<file path="src/rtl/gpio_irq_pkg.sv">
package gpio_irq_pkg;

   // word offsets of the register file
   localparam int unsigned OFS_SENSE = 0;
   localparam int unsigned OFS_BOTH  = 1;
   localparam int unsigned OFS_POL   = 2;
   localparam int unsigned OFS_MASK  = 3;
   localparam int unsigned OFS_STAT  = 4;
   localparam int unsigned OFS_CLR   = 5;

   localparam int unsigned MIN_ADDR_W = 3;

endpackage

</file>
<file path="src/rtl/gpio_irq_slice.sv">
module gpio_irq_slice (
   input  logic clk_i,
   input  logic rst_ni,
   input  logic pin_i,
   input  logic level_mode_i,
   input  logic any_edge_i,
   input  logic active_hi_i,
   input  logic clr_i,
   output logic raw_o
);

   logic prev_q;
   logic lat_q;
   logic rise;
   logic fall;
   logic hit;
   logic lvl_hit;

   assign rise    = pin_i & ~prev_q;
   assign fall    = ~pin_i & prev_q;
   assign hit     = any_edge_i ? (rise | fall) : (active_hi_i ? rise : fall);
   assign lvl_hit = active_hi_i ? pin_i : ~pin_i;

   always_ff @(posedge clk_i or negedge rst_ni) begin
      if (!rst_ni) begin
         prev_q <= 1'b0;
         lat_q  <= 1'b0;
      end else begin
         prev_q <= pin_i;
         if (level_mode_i) lat_q <= 1'b0;
         else              lat_q <= hit | (lat_q & ~clr_i);
      end
   end

   assign raw_o = level_mode_i ? lvl_hit : lat_q;

   // a latched edge survives cycles without a clear
   p_edge_hold_r6 : assert property (@(posedge clk_i) disable iff (!rst_ni)
      (!level_mode_i && lat_q && !clr_i) |=> lat_q);

   // a clear without a fresh edge drops the latch
   p_edge_clear_r6 : assert property (@(posedge clk_i) disable iff (!rst_ni)
      (!level_mode_i && clr_i && !hit) |=> !lat_q);

   // a fresh edge wins over a simultaneous clear
   p_clr_collide_r7 : assert property (@(posedge clk_i) disable iff (!rst_ni)
      (!level_mode_i && clr_i && hit) |=> lat_q);

   // level mode keeps nothing latched
   p_level_nolatch_r8 : assert property (@(posedge clk_i) disable iff (!rst_ni)
      level_mode_i |=> !lat_q);

endmodule

</file>
<file path="src/rtl/gpio_irq_regs.sv">
module gpio_irq_regs
   import gpio_irq_pkg::*;
#(
   parameter int unsigned NPINS  = 8,
   parameter int unsigned ADDR_W = 3,
   parameter int unsigned DATA_W = 8
) (
   input  logic              clk_i,
   input  logic              rst_ni,
   input  logic              wr_i,
   input  logic [ADDR_W-1:0] addr_i,
   input  logic [DATA_W-1:0] wdata_i,
   input  logic [NPINS-1:0]  status_i,
   output logic [NPINS-1:0]  sense_o,
   output logic [NPINS-1:0]  both_o,
   output logic [NPINS-1:0]  pol_o,
   output logic [NPINS-1:0]  mask_o,
   output logic [NPINS-1:0]  clr_o,
   output logic [DATA_W-1:0] rdata_o
);

   localparam logic [ADDR_W-1:0] A_SENSE = ADDR_W'(OFS_SENSE);
   localparam logic [ADDR_W-1:0] A_BOTH  = ADDR_W'(OFS_BOTH);
   localparam logic [ADDR_W-1:0] A_POL   = ADDR_W'(OFS_POL);
   localparam logic [ADDR_W-1:0] A_MASK  = ADDR_W'(OFS_MASK);
   localparam logic [ADDR_W-1:0] A_STAT  = ADDR_W'(OFS_STAT);
   localparam logic [ADDR_W-1:0] A_CLR   = ADDR_W'(OFS_CLR);

   logic [NPINS-1:0] wbits;
   assign wbits = wdata_i[NPINS-1:0];

   always_ff @(posedge clk_i or negedge rst_ni) begin
      if (!rst_ni) begin
         sense_o <= '0;
         both_o  <= '0;
         pol_o   <= '0;
         mask_o  <= '1;
      end else if (wr_i) begin
         if (addr_i == A_SENSE) sense_o <= wbits;
         if (addr_i == A_BOTH)  both_o  <= wbits;
         if (addr_i == A_POL)   pol_o   <= wbits;
         if (addr_i == A_MASK)  mask_o  <= wbits;
      end
   end

   assign clr_o = (wr_i && addr_i == A_CLR) ? wbits : '0;

   always_comb begin
      rdata_o = '0;
      case (addr_i)
         A_SENSE: rdata_o = DATA_W'(sense_o);
         A_BOTH:  rdata_o = DATA_W'(both_o);
         A_POL:   rdata_o = DATA_W'(pol_o);
         A_MASK:  rdata_o = DATA_W'(mask_o);
         A_STAT:  rdata_o = DATA_W'(status_i);
         default: rdata_o = '0;
      endcase
   end

   // a write to the status offset leaves the configuration untouched
   p_stat_ro_r2 : assert property (@(posedge clk_i) disable iff (!rst_ni)
      (wr_i && addr_i == A_STAT) |=> ($stable(sense_o) && $stable(both_o)
                                      && $stable(pol_o) && $stable(mask_o)));

endmodule

</file>
<file path="src/rtl/gpio_irq_ctrl.sv">
module gpio_irq_ctrl
   import gpio_irq_pkg::*;
#(
   parameter int unsigned NPINS  = 8,
   parameter int unsigned ADDR_W = 3,
   parameter int unsigned DATA_W = 8
) (
   input  logic              clk_i,
   input  logic              rst_ni,
   input  logic [NPINS-1:0]  pins_i,
   input  logic              bus_wr_i,
   input  logic [ADDR_W-1:0] bus_addr_i,
   input  logic [DATA_W-1:0] bus_wdata_i,
   output logic [DATA_W-1:0] bus_rdata_o,
   output logic              irq_o
);

   localparam logic [ADDR_W-1:0] A_STAT = ADDR_W'(OFS_STAT);

   if (NPINS < 1 || NPINS > 32) begin : g_bad_npins
      $error("gpio_irq_ctrl: NPINS must lie in 1..32");
   end
   if (DATA_W < NPINS) begin : g_bad_dataw
      $error("gpio_irq_ctrl: DATA_W must cover NPINS");
   end
   if (ADDR_W < MIN_ADDR_W) begin : g_bad_addrw
      $error("gpio_irq_ctrl: ADDR_W too small for the register map");
   end

   logic [NPINS-1:0] sense;
   logic [NPINS-1:0] both;
   logic [NPINS-1:0] pol;
   logic [NPINS-1:0] mask;
   logic [NPINS-1:0] clr;
   logic [NPINS-1:0] raw;
   logic [NPINS-1:0] status;

   gpio_irq_regs #(
      .NPINS (NPINS),
      .ADDR_W(ADDR_W),
      .DATA_W(DATA_W)
   ) u_regs (
      .clk_i   (clk_i),
      .rst_ni  (rst_ni),
      .wr_i    (bus_wr_i),
      .addr_i  (bus_addr_i),
      .wdata_i (bus_wdata_i),
      .status_i(status),
      .sense_o (sense),
      .both_o  (both),
      .pol_o   (pol),
      .mask_o  (mask),
      .clr_o   (clr),
      .rdata_o (bus_rdata_o)
   );

   for (genvar i = 0; i < NPINS; i++) begin : g_pin
      gpio_irq_slice u_slice (
         .clk_i       (clk_i),
         .rst_ni      (rst_ni),
         .pin_i       (pins_i[i]),
         .level_mode_i(sense[i]),
         .any_edge_i  (both[i]),
         .active_hi_i (pol[i]),
         .clr_i       (clr[i]),
         .raw_o       (raw[i])
      );
   end

   assign status = raw & ~mask;
   assign irq_o  = |status;

   // the request line matches the status word seen on the bus
   p_irq_or_r10 : assert property (@(posedge clk_i) disable iff (!rst_ni)
      (!bus_wr_i && bus_addr_i == A_STAT) |-> (irq_o == |bus_rdata_o[NPINS-1:0]));

   // masked pins never show in the status read
   p_mask_blocks_r9 : assert property (@(posedge clk_i) disable iff (!rst_ni)
      (bus_addr_i == A_STAT) |-> ((bus_rdata_o[NPINS-1:0] & mask) == '0));

endmodule

</file>
<file path="config.mk">
export PLATFORM = sky130hd
export DESIGN_NAME = gpio_irq_ctrl
export DESIGN_NICKNAME = d
export VERILOG_FILES = /design/src/rtl/gpio_irq_pkg.sv /design/src/rtl/gpio_irq_slice.sv /design/src/rtl/gpio_irq_regs.sv /design/src/rtl/gpio_irq_ctrl.sv
export SDC_FILE = /design/constraint.sdc
export NUM_CORES = 1
export LEC_CHECK = 0
export ABC_AREA = 0
export BUFFER_PORTS_ARGS = -buffer_cell sky130_fd_sc_hd__clkbuf_2
export CORE_ASPECT_RATIO = 0.75
export CORE_MARGIN = 5
export CORE_UTILIZATION = 53
export CTS_CLUSTER_SIZE = 8
export DETAILED_ROUTE_END_ITERATION = 12
export MAX_ROUTING_LAYER = met4
export PLACE_DENSITY = 0.76
export RECOVER_POWER = 25
export SLEW_MARGIN = 20
export SYNTH_ARGS = -nofsm -noshare
export SYNTH_HDL_FRONTEND = slang
export SYNTH_SLANG_ARGS = --single-unit
export TNS_END_PERCENT = 20
</file>
<file path="constraint.sdc">
create_clock -name clk_i -period 1.2 [get_ports clk_i]
set_clock_uncertainty 0.05 [all_clocks]
set_input_delay 0.06 -clock clk_i [delete_from_list [all_inputs] [get_ports clk_i]]
set_output_delay 0.06 -clock clk_i [all_outputs]
set_load 0.05 [all_outputs]
</file>
Yosys cells after proc, flatten, opt, wreduce, memory -nomap -nowiden:

Index checks and enable logic that the tools add are counted.

* reduce and logical (&&, ||, !) cells: 7
* mux-type cells: 42
* bitwise gates (word level): 66
* equality and inequality tests: 5

Operators with widths (number)
* $mux 1: 40
* $pmux 8 s5: 1
* $and 1x1->1: 24
* $not 1->1: 24
* $or 1x1->1: 16
* $and 8x8->8: 1
* $mux 8: 1
* $not 8->8: 1
* $reduce_and 2->1: 4
* $reduce_or 8->1: 1
* $eq 3x2->1 const B: 2
* $eq 3x3->1 const B: 2
* $eq 3x1->1 const B: 1
* $logic_not 3->1: 1
* $logic_and 1x1->1: 1

* input port bits: 22
* logic and storage cells: 140
* output and inout port bits: 9
* register bits: 48

Logic depth before layout (Yosys ltp):

Gate-level depths: netlist of run 1.

* depth in word-level cells: 7
* gate-level depth with buffers: 5
* mapped depth without buffers: 5

Modules after synthesis:

From an unflattened synthesis of run 1, not the netlist that was laid out.

* cell total of the unflattened synthesis: 246
* area, all modules: 2905.3 um^2

Modules (own cells, without submodules)
* gpio_irq_regs: times used 1, area each 1677.9 um^2, cells an instance 131
* gpio_irq_slice: times used 8, area each 141.4 um^2, cells an instance 13
* gpio_irq_ctrl: times used 1, area each 96.3 um^2, cells an instance 11

Worst setup path after synthesis of run 1:

OpenSTA, ideal clock, no wires.

* kind: register to output
* start point: register u_regs.pol_o[5]
* end point: output port bus_rdata_o[5]
* data arrival time: 1660 ps
* setup slack: -570 ps
* cell stages (with the launch flop): 5
* data required time: 1090 ps
* cells stage by stage: dfrtp_1 -> xnor2_1 -> mux2i_1 -> or2_2 -> o22ai_1

* word-level cells in the longest chain between the ends: 4

Ends and longest elaborated chain
* start, declared: line gpio_irq_regs.sv:16 `output logic [NPINS-1:0] pol_o,`
* start signal, assigned: line gpio_irq_regs.sv:41 `if (addr_i == A_POL) pol_o <= wbits;`
* $mux 1: line gpio_irq_slice.sv:22 `assign lvl_hit = active_hi_i ? pin_i : ~pin_i;`
* $mux 1: line gpio_irq_slice.sv:35 `assign raw_o = level_mode_i ? lvl_hit : lat_q;`
* $and 8x8->8: line gpio_irq_ctrl.sv:70 `assign status = raw & ~mask;`
* $pmux 8 s5 *: line gpio_irq_regs.sv:50 `case (addr_i)`
* end, declared: line gpio_irq_ctrl.sv:14 `output logic [DATA_W-1:0] bus_rdata_o,`

Every way passes the cells marked *; elsewhere a longest branch is shown, timed or not.

Final worst setup path of run 1:

* start point: register u_regs.mask_o[7]
* end point: output port irq_o

* word-level cells in the longest chain between the ends: 3

Ends and longest elaborated chain
* start, declared: line gpio_irq_regs.sv:17 `output logic [NPINS-1:0] mask_o,`
* start signal, assigned: line gpio_irq_regs.sv:42 `if (addr_i == A_MASK) mask_o <= wbits;`
* $not 8->8: line gpio_irq_ctrl.sv:70
* $and 8x8->8: line gpio_irq_ctrl.sv:70
* $reduce_or 8->1: line gpio_irq_ctrl.sv:71 `assign irq_o = |status;`
* end, declared: line gpio_irq_ctrl.sv:15 `output logic irq_o`

No other way between the ends.

==> results of run 1 <==
## cell type report
cell class	count	area [um^2]
fillers	319	1155
clock buffers	8	90.09
multi-input cells	146	1474
well taps	60	75.07
repair buffers	97	809.5
flip-flops and latches	48	1211
inverters	30	112.6
## layer usage
metal | vias to the layer above | part of all wire (%)
met5 | - | 0
met1 | 988 | 47
met2 | 28 | 49
li1 | 1002 | -
met3 | 6 | 2.8
met4 | 0 | 0.87
## worst max-delay path: stages (launching register included)
cell      delay (ns)
dfstp_2         0.57
nor3b_2         0.05
a31oi_1         0.23
and4_1          0.25
nand4b_1        0.12
clkbuf_8        0.20
## final timing paths
check | from | end | slack [ns] | cells after the start
min reg2reg | u_regs.sense_o[5] | g_pin[5].u_slice.lat_q | 0.46 | 1
max in group asynchronous | rst_ni | u_regs.both_o[6] | 0.30 | 3
min | bus_wdata_i[6] | u_regs.mask_o[6] | 0.01 | 2
max reg2reg | u_regs.pol_o[2] | g_pin[2].u_slice.lat_q | -0.07 | 5
max | u_regs.mask_o[7] | irq_o | -0.64 | 5
min in group asynchronous | rst_ni | u_regs.sense_o[0] | 0.38 | 3
## state kept, by name, indices dropped and copies added, names as in the netlist
| name | flops |
|---|---|
| u_regs.mask_o | 8 |
| u_regs.sense_o | 8 |
| g_pin.u_slice.prev_q | 8 |
| u_regs.pol_o | 8 |
| g_pin.u_slice.lat_q | 8 |
| u_regs.both_o | 8 |
## metrics by stage
stage / power, mW / TNS [ns] / area (um^2)
2_1_floorplan: 3.405 / -1.763 / 2759
3_3_place_gp: 4.096 / -3.828 / 3374
3_5_place_dp: 4.189 / -4.433 / 3374
4_1_cts: 5.462 / -4.697 / 3709
5_1_grt: 5.912 / -5.673 / 3772
6_report: 5.579 / -4.638 / 3772
## cells in the mapped netlist
master     n
nand4b_1   1
dfstp_2    8
o22ai_1    8
nor4b_4    1
nor2_1     1
ha_1      16
xnor2_1    8
clkbuf_1   1
and4bb_2   2
mux2_2    40
buf_2      3
mux4_2     8
a31oi_1    6
and4_1     1
nor3b_1    6
a21oi_1    8
inv_1     30
and4b_1    1
or2_2      2
o21ai_0    8
buf_6      1
nand4b_4   1
mux2i_1    2
dfrtp_1   40
nand2_1   26
buf_4      1
## cell usage in the layout (no fill, tap or decap), drive strengths merged
cell type,netlist,final
a21oi,8,8
dlygate4sd3,0,10
and4b,1,1
a31oi,6,6
clkbuf,1,32
nor2,1,1
mux2i,2,2
nand4b,2,2
mux4,8,8
or2,2,2
ha,16,16
xnor2,8,8
dfrtp,40,40
and4bb,2,2
mux2,40,40
dfstp,8,8
buf,5,63
nand2,26,26
nor4b,1,1
o21ai,8,8
inv,30,30
o22ai,8,8
and4,1,1
nor3b,6,6
## kinds of logic after synthesis
kind of cell / Yosys count / synth area share (%)
AO/OA/AOI/OAI: 30 / 6.190
adder cells (fa/ha/maj): 16 / 7.390
AND/OR/NAND/NOR: 42 / 9.561
multiplexers: 50 / 24.02
buffers and inverters: 36 / 5.543
flip-flops: 48 / 44.71
XOR/XNOR: 8 / 2.587
## report_power, final
| group | internal [mW] | switching (mW) | leakage [nW] |
|---|---|---|---|
| Clock | 0.471 | 0.521 | 0.0455 |
| Sequential | 2.01 | 0.284 | 0.563 |
| Combinational | 1.29 | 1.01 | 1.17 |
## repair_timing
action | CTS | global route
setup buffers | 4 | 1
hold buffers | 10 | 0
resized for setup | 43 | 18
pin swaps | 5 | 2
hold endpoints to repair | 59 | 0
endpoints found under the setup margin | 17 | 17
==> results.yml, run 1 <==
outcome:
  status: "finished, violations left"
  violations: "negative setup slack"
floorplan:
  io_pins: 31
  die-area_mm2: 0.006656
  die_w_um: 92.55
  rows: 22
  die_h_um: 71.92
  core_region_area_mm2: 0.004927
  initial_core_util_pct: 54.98
drt:
  routedWlPerCell_um: 15.97
  ant_nets: 0
  dr.pass1.iters: 4
  drc: 0
  drtIter0Drc: 106
  routed_wl_um: 6211
  viasPerCell: 5.203
  num_vias: 2024
grt:
  grtUsageMet2_pct: 33.60
  top_usage_layer: "met2"
  grt-ovfl-total: 0
  antenna_found_initial: 0
  grt_util_met3_pct: 3.420
  met1_usage_pct: 27.18
  grt.total_usage_pct: 20.72
  grt_max_degree: 49
  grt_pass1_wl_um: 10490
  grt_pass1_vias: 2162
critical_path:
  cp.required_ns: 1.09
  crit_type: "register to output pin"
  cp-start-kind: "register"
  end_kind: "output pin"
  crit_path_max_fanout: 4
  crit_arrival_ns: 1.73
synth:
  synth_top_cell_by_area: "dfrtp_1"
  yosysTopAreaCellShare_pct: 36.95
  syn_inst: 230
  synth.distinct_cells: 26
  ys_ff_latch: 48
  syn-num-nets: 268
  avgSynthCellArea_um2: 11.78
  ys_top_cells_by_area: "dfrtp_1 (37%), mux2_2 (17%), dfstp_2 (7.8%), ha_1 (7.4%), mux4_2 (6.7%)"
  synth_area_mm2: 0.002709
  ys_seq_area_share_pct: 44.71
  yosysWarnings: 0
clock_network:
  clock_path_buffers: 2
  cts_buffers: 5
  insertion_delay_ns: 0.30
  clkTransAtPathRegs_ns: 0.08
  cts_max_level: 2
  cts.sinks: 48
  cts-root-buf: "clkbuf_8"
  cts_tree: "built"
timing:
  finalSetupViolCount: 13
  fin_ws_ns: -0.6351
  hold_ws_ns: 0.01136
  rsz0062_at_grt: "true"
  min_period_ns: 1.835
  worstMarginPinSlew_ns: 0.6438
  max_slew_margin_pct: 57.08
  timing.fmax_mhz: 544.9
  hold_viol: 0
  slew_viol_final: 0
  fin_crit_sh_pct: 152.9
place:
  gp_routability_congestion: 0.7762
  placed_cells: 366
  pre_cts_slack_ns: -0.3703
  portBuffers: 30
  dp_hpwl_um: 4514
final_layout:
  diodes: 0
  stdcell_count: 389
  drive_gt1_share_pct: 54.71
  final_core_util_pct: 76.56
  nets: 366
  area.growth.synth_to_final_pct: 39.26
worst_hold_path:
  hold_path_class: "input pin to register"
power:
  peakVddDrop_mv: 0.8920
  power.density_mw_per_mm2: 1479
  power_leakage_nw: 1.781
flow_run:
  drv_cap: 0
No activity file was read; power rests on OpenSTA's default activity.
==> inputs of run 2 (changes only) <==
ABC_AREA = 1   (was 0)
==> run 2 against run 1 <==
Compared with the run above: the run still ends with negative setup slack left; worst hold slack improved by 0.00068 ns; critical path depth increased by 3; die area increased by 3.2%; via count increased by 35%; total power decreased by 3.5%; largest power group is now sequential cells.
==> results.yml, run 2 <==
timing:
  fin_ws_ns: -0.3628
  fin_crit_sh_pct: 130.2
  worstMarginPinSlew_ns: 0.6618
  slew_viol_final: 0
  rsz0062_at_grt: "true"
  timing.fmax_mhz: 639.9
  setup_tns_ns: -2.644
  hold_viol: 0
  finalSetupViolCount: 9
  max_slew_margin_pct: 55.88
  min_period_ns: 1.563
final_layout:
  final_common_cell: "nand2_1"
  area.growth.synth_to_final_pct: 39.08
  fillers: 406
  diodes: 0
  nets: 513
  final_cell_mix: "nand2_1 (139), buf_4 (53), dfrtp_1 (38)"
  drive_gt1_share_pct: 32.35
  final_core_util_pct: 74.56
synth:
  synth_most_common_cell: "nand2_1"
  ys_top_cells_by_area: "dfrtp_1 (36%), nand2_1 (21%), dfstp_2 (7.5%), ha_1 (7.1%), inv_1 (4.5%)"
  synthAdderAreaFrac_pct: 7.130
  syn_inst: 371
  synth-compound-area-share_pct: 9.626
  synth-xor-area-share_pct: 0
  synth.mux.area_fraction_pct: 0
  ys.flop_type: "dfrtp_1"
  synthTopCellsByCount: "nand2_1 (155), dfrtp_1 (40), inv_1 (34)"
  synth_edf_count: 0
  avgSynthCellArea_um2: 7.568
  yosysWarnings: 0
  ys_seq_area_share_pct: 43.14
  synth_area_mm2: 0.002808
  synth.distinct_cells: 20
  synth-simple-area-share_pct: 33.11
  ys_ff_latch: 48
  yosysTopAreaCellShare_pct: 35.65
  synth_top_cell_by_area: "dfrtp_1"
  synth_top_family_by_area: "simple AND/OR/NAND/NOR gates"
  syn-num-nets: 409
  synth-async-reset-ratio_pct: 100.0
clock_network:
  insertion_delay_ns: 0.31
  cts_max_level: 2
  cts.sinks: 48
  cts_buffers: 5
  clkTransAtPathRegs_ns: 0.08
  cts-root-buf: "clkbuf_8"
  clock_path_buffers: 2
  cts_tree: "built"
drt:
  dr.pass1.iters: 4
  drc: 0
  drtIter0Drc: 139
  num_vias: 2731
  routed_wl_um: 7344
  routedWlPerCell_um: 13.33
  viasPerCell: 4.956
  ant_nets: 0
power:
  power.density_mw_per_mm2: 1379
  power_leakage_nw: 2.061
  p_total_mw: 5.386
  peakVddDrop_mv: 0.8171
floorplan:
  die-area_mm2: 0.006868
  io_pins: 31
  initial_core_util_pct: 53.61
  die_h_um: 73.03
  core_region_area_mm2: 0.005238
  die_w_um: 94.05
  rows: 23
critical_path:
  crit_arrival_ns: 1.45
  cp.required_ns: 1.09
  cp-start-kind: "register"
  crit_type: "register to output pin"
  r2r_cells: 6
  end_kind: "output pin"
  crit_path_max_fanout: 4
place:
  portBuffers: 30
  gp_routability_congestion: 0.9227
  dp_hpwl_um: 5040
grt:
  grt_pass1_wl_um: 12540
  grt_pass1_vias: 2788
  antenna_found_initial: 0
  grt_max_degree: 49
  grt-ovfl-total: 0
  grt.total_usage_pct: 24.20
worst_hold_path:
  hold_path_class: "input pin to register"
  holdPathStages: 3
outcome:
  status: "finished, violations left"
  violations: "negative setup slack"
flow_run:
  drv_cap: 0
run 2: changes by cell type after synthesis, sizes merged, moves of 9 or more:
cell	before	now
o21ai	8	40
nand4	0	9
nand2	26	161
mux2	40	0
nand3	0	16
nor2	1	29
run 2: timing repair:
item	in CTS	in global routing
hold endpoints to repair	63	0
hold buffers	16	0
pin swaps	15	14
gates resized for setup	15	36
buffers inserted	4	5
endpoints found under the setup margin	9	13
run 2: layout make-up:
cell class / instances / area (um^2) / share of cell area [%]
clock buffer: 6 / 72.57 / 1.858
clock inverter: 2 / 35.03 / 0.8971
inverter: 36 / 135.1 / 3.460
multi-input combinational: 281 / 1491 / 38.19
sequential: 48 / 1214 / 31.08
tap: 75 / 93.84 / 2.403
timing repair buffer: 103 / 863.3 / 22.11
run 2: worst max-delay path, cell delays in order, from the launching register on:
cell	delay, ns
dfrtp_1	0.40
inv_1	0.08
nand2_1	0.09
nand3_2	0.09
nand2_2	0.09
nand2_1	0.06
nor2_2	0.11
nand2_2	0.07
buf_8	0.15
run 2: report_power, final:
part | internal (mW) | switching (mW) | total [mW]
combinational | 0.948 | 1.02 | 1.97
clock | 0.619 | 0.554 | 1.17
sequential | 1.97 | 0.282 | 2.25
run 2: cells by family after synthesis:
| kind of cell | after synthesis |
|---|---|
| buf+inv | 42 |
| flops | 48 |
| compound gates | 48 |
| fa+ha+maj | 16 |
| simple gates | 217 |
run 2: worst paths after layout:
| check | startpoint | end | slack, ns |
|---|---|---|---|
| max | u_regs.pol_o[2] | irq_o | -0.36 |
| min | bus_wdata_i[4] | u_regs.mask_o[4] | 0.01 |
| max reg2reg | u_regs.pol_o[5] | g_pin[5].u_slice.lat_q | 0.07 |
| min reg2reg | u_regs.mask_o[0] | u_regs.mask_o[0] | 0.45 |
| max in group asynchronous | rst_ni | u_regs.sense_o[7] | 0.23 |
| min in group asynchronous | rst_ni | g_pin[1].u_slice.prev_q | 0.38 |
run 2: metal layers:
layer  GRT usage, %  wire length, um
met5              -                0
met2          40.20             3576
met4          8.974               70
met1          29.33             3274
met3          4.948              422
run 2: stage by stage:
step	hold WS [ns]	instance area, um^2	worst slack [ns]	std cells
2_1_floorplan	-0.2856	2810	-0.007399	371
3_3_place_gp	0.01743	3463	-0.08016	519
3_5_place_dp	0.01768	3463	-0.1160	519
4_1_cts	0.002460	3824	-0.3479	547
5_1_grt	0.03103	3905	-0.4361	551
6_report	0.01204	3905	-0.3628	551
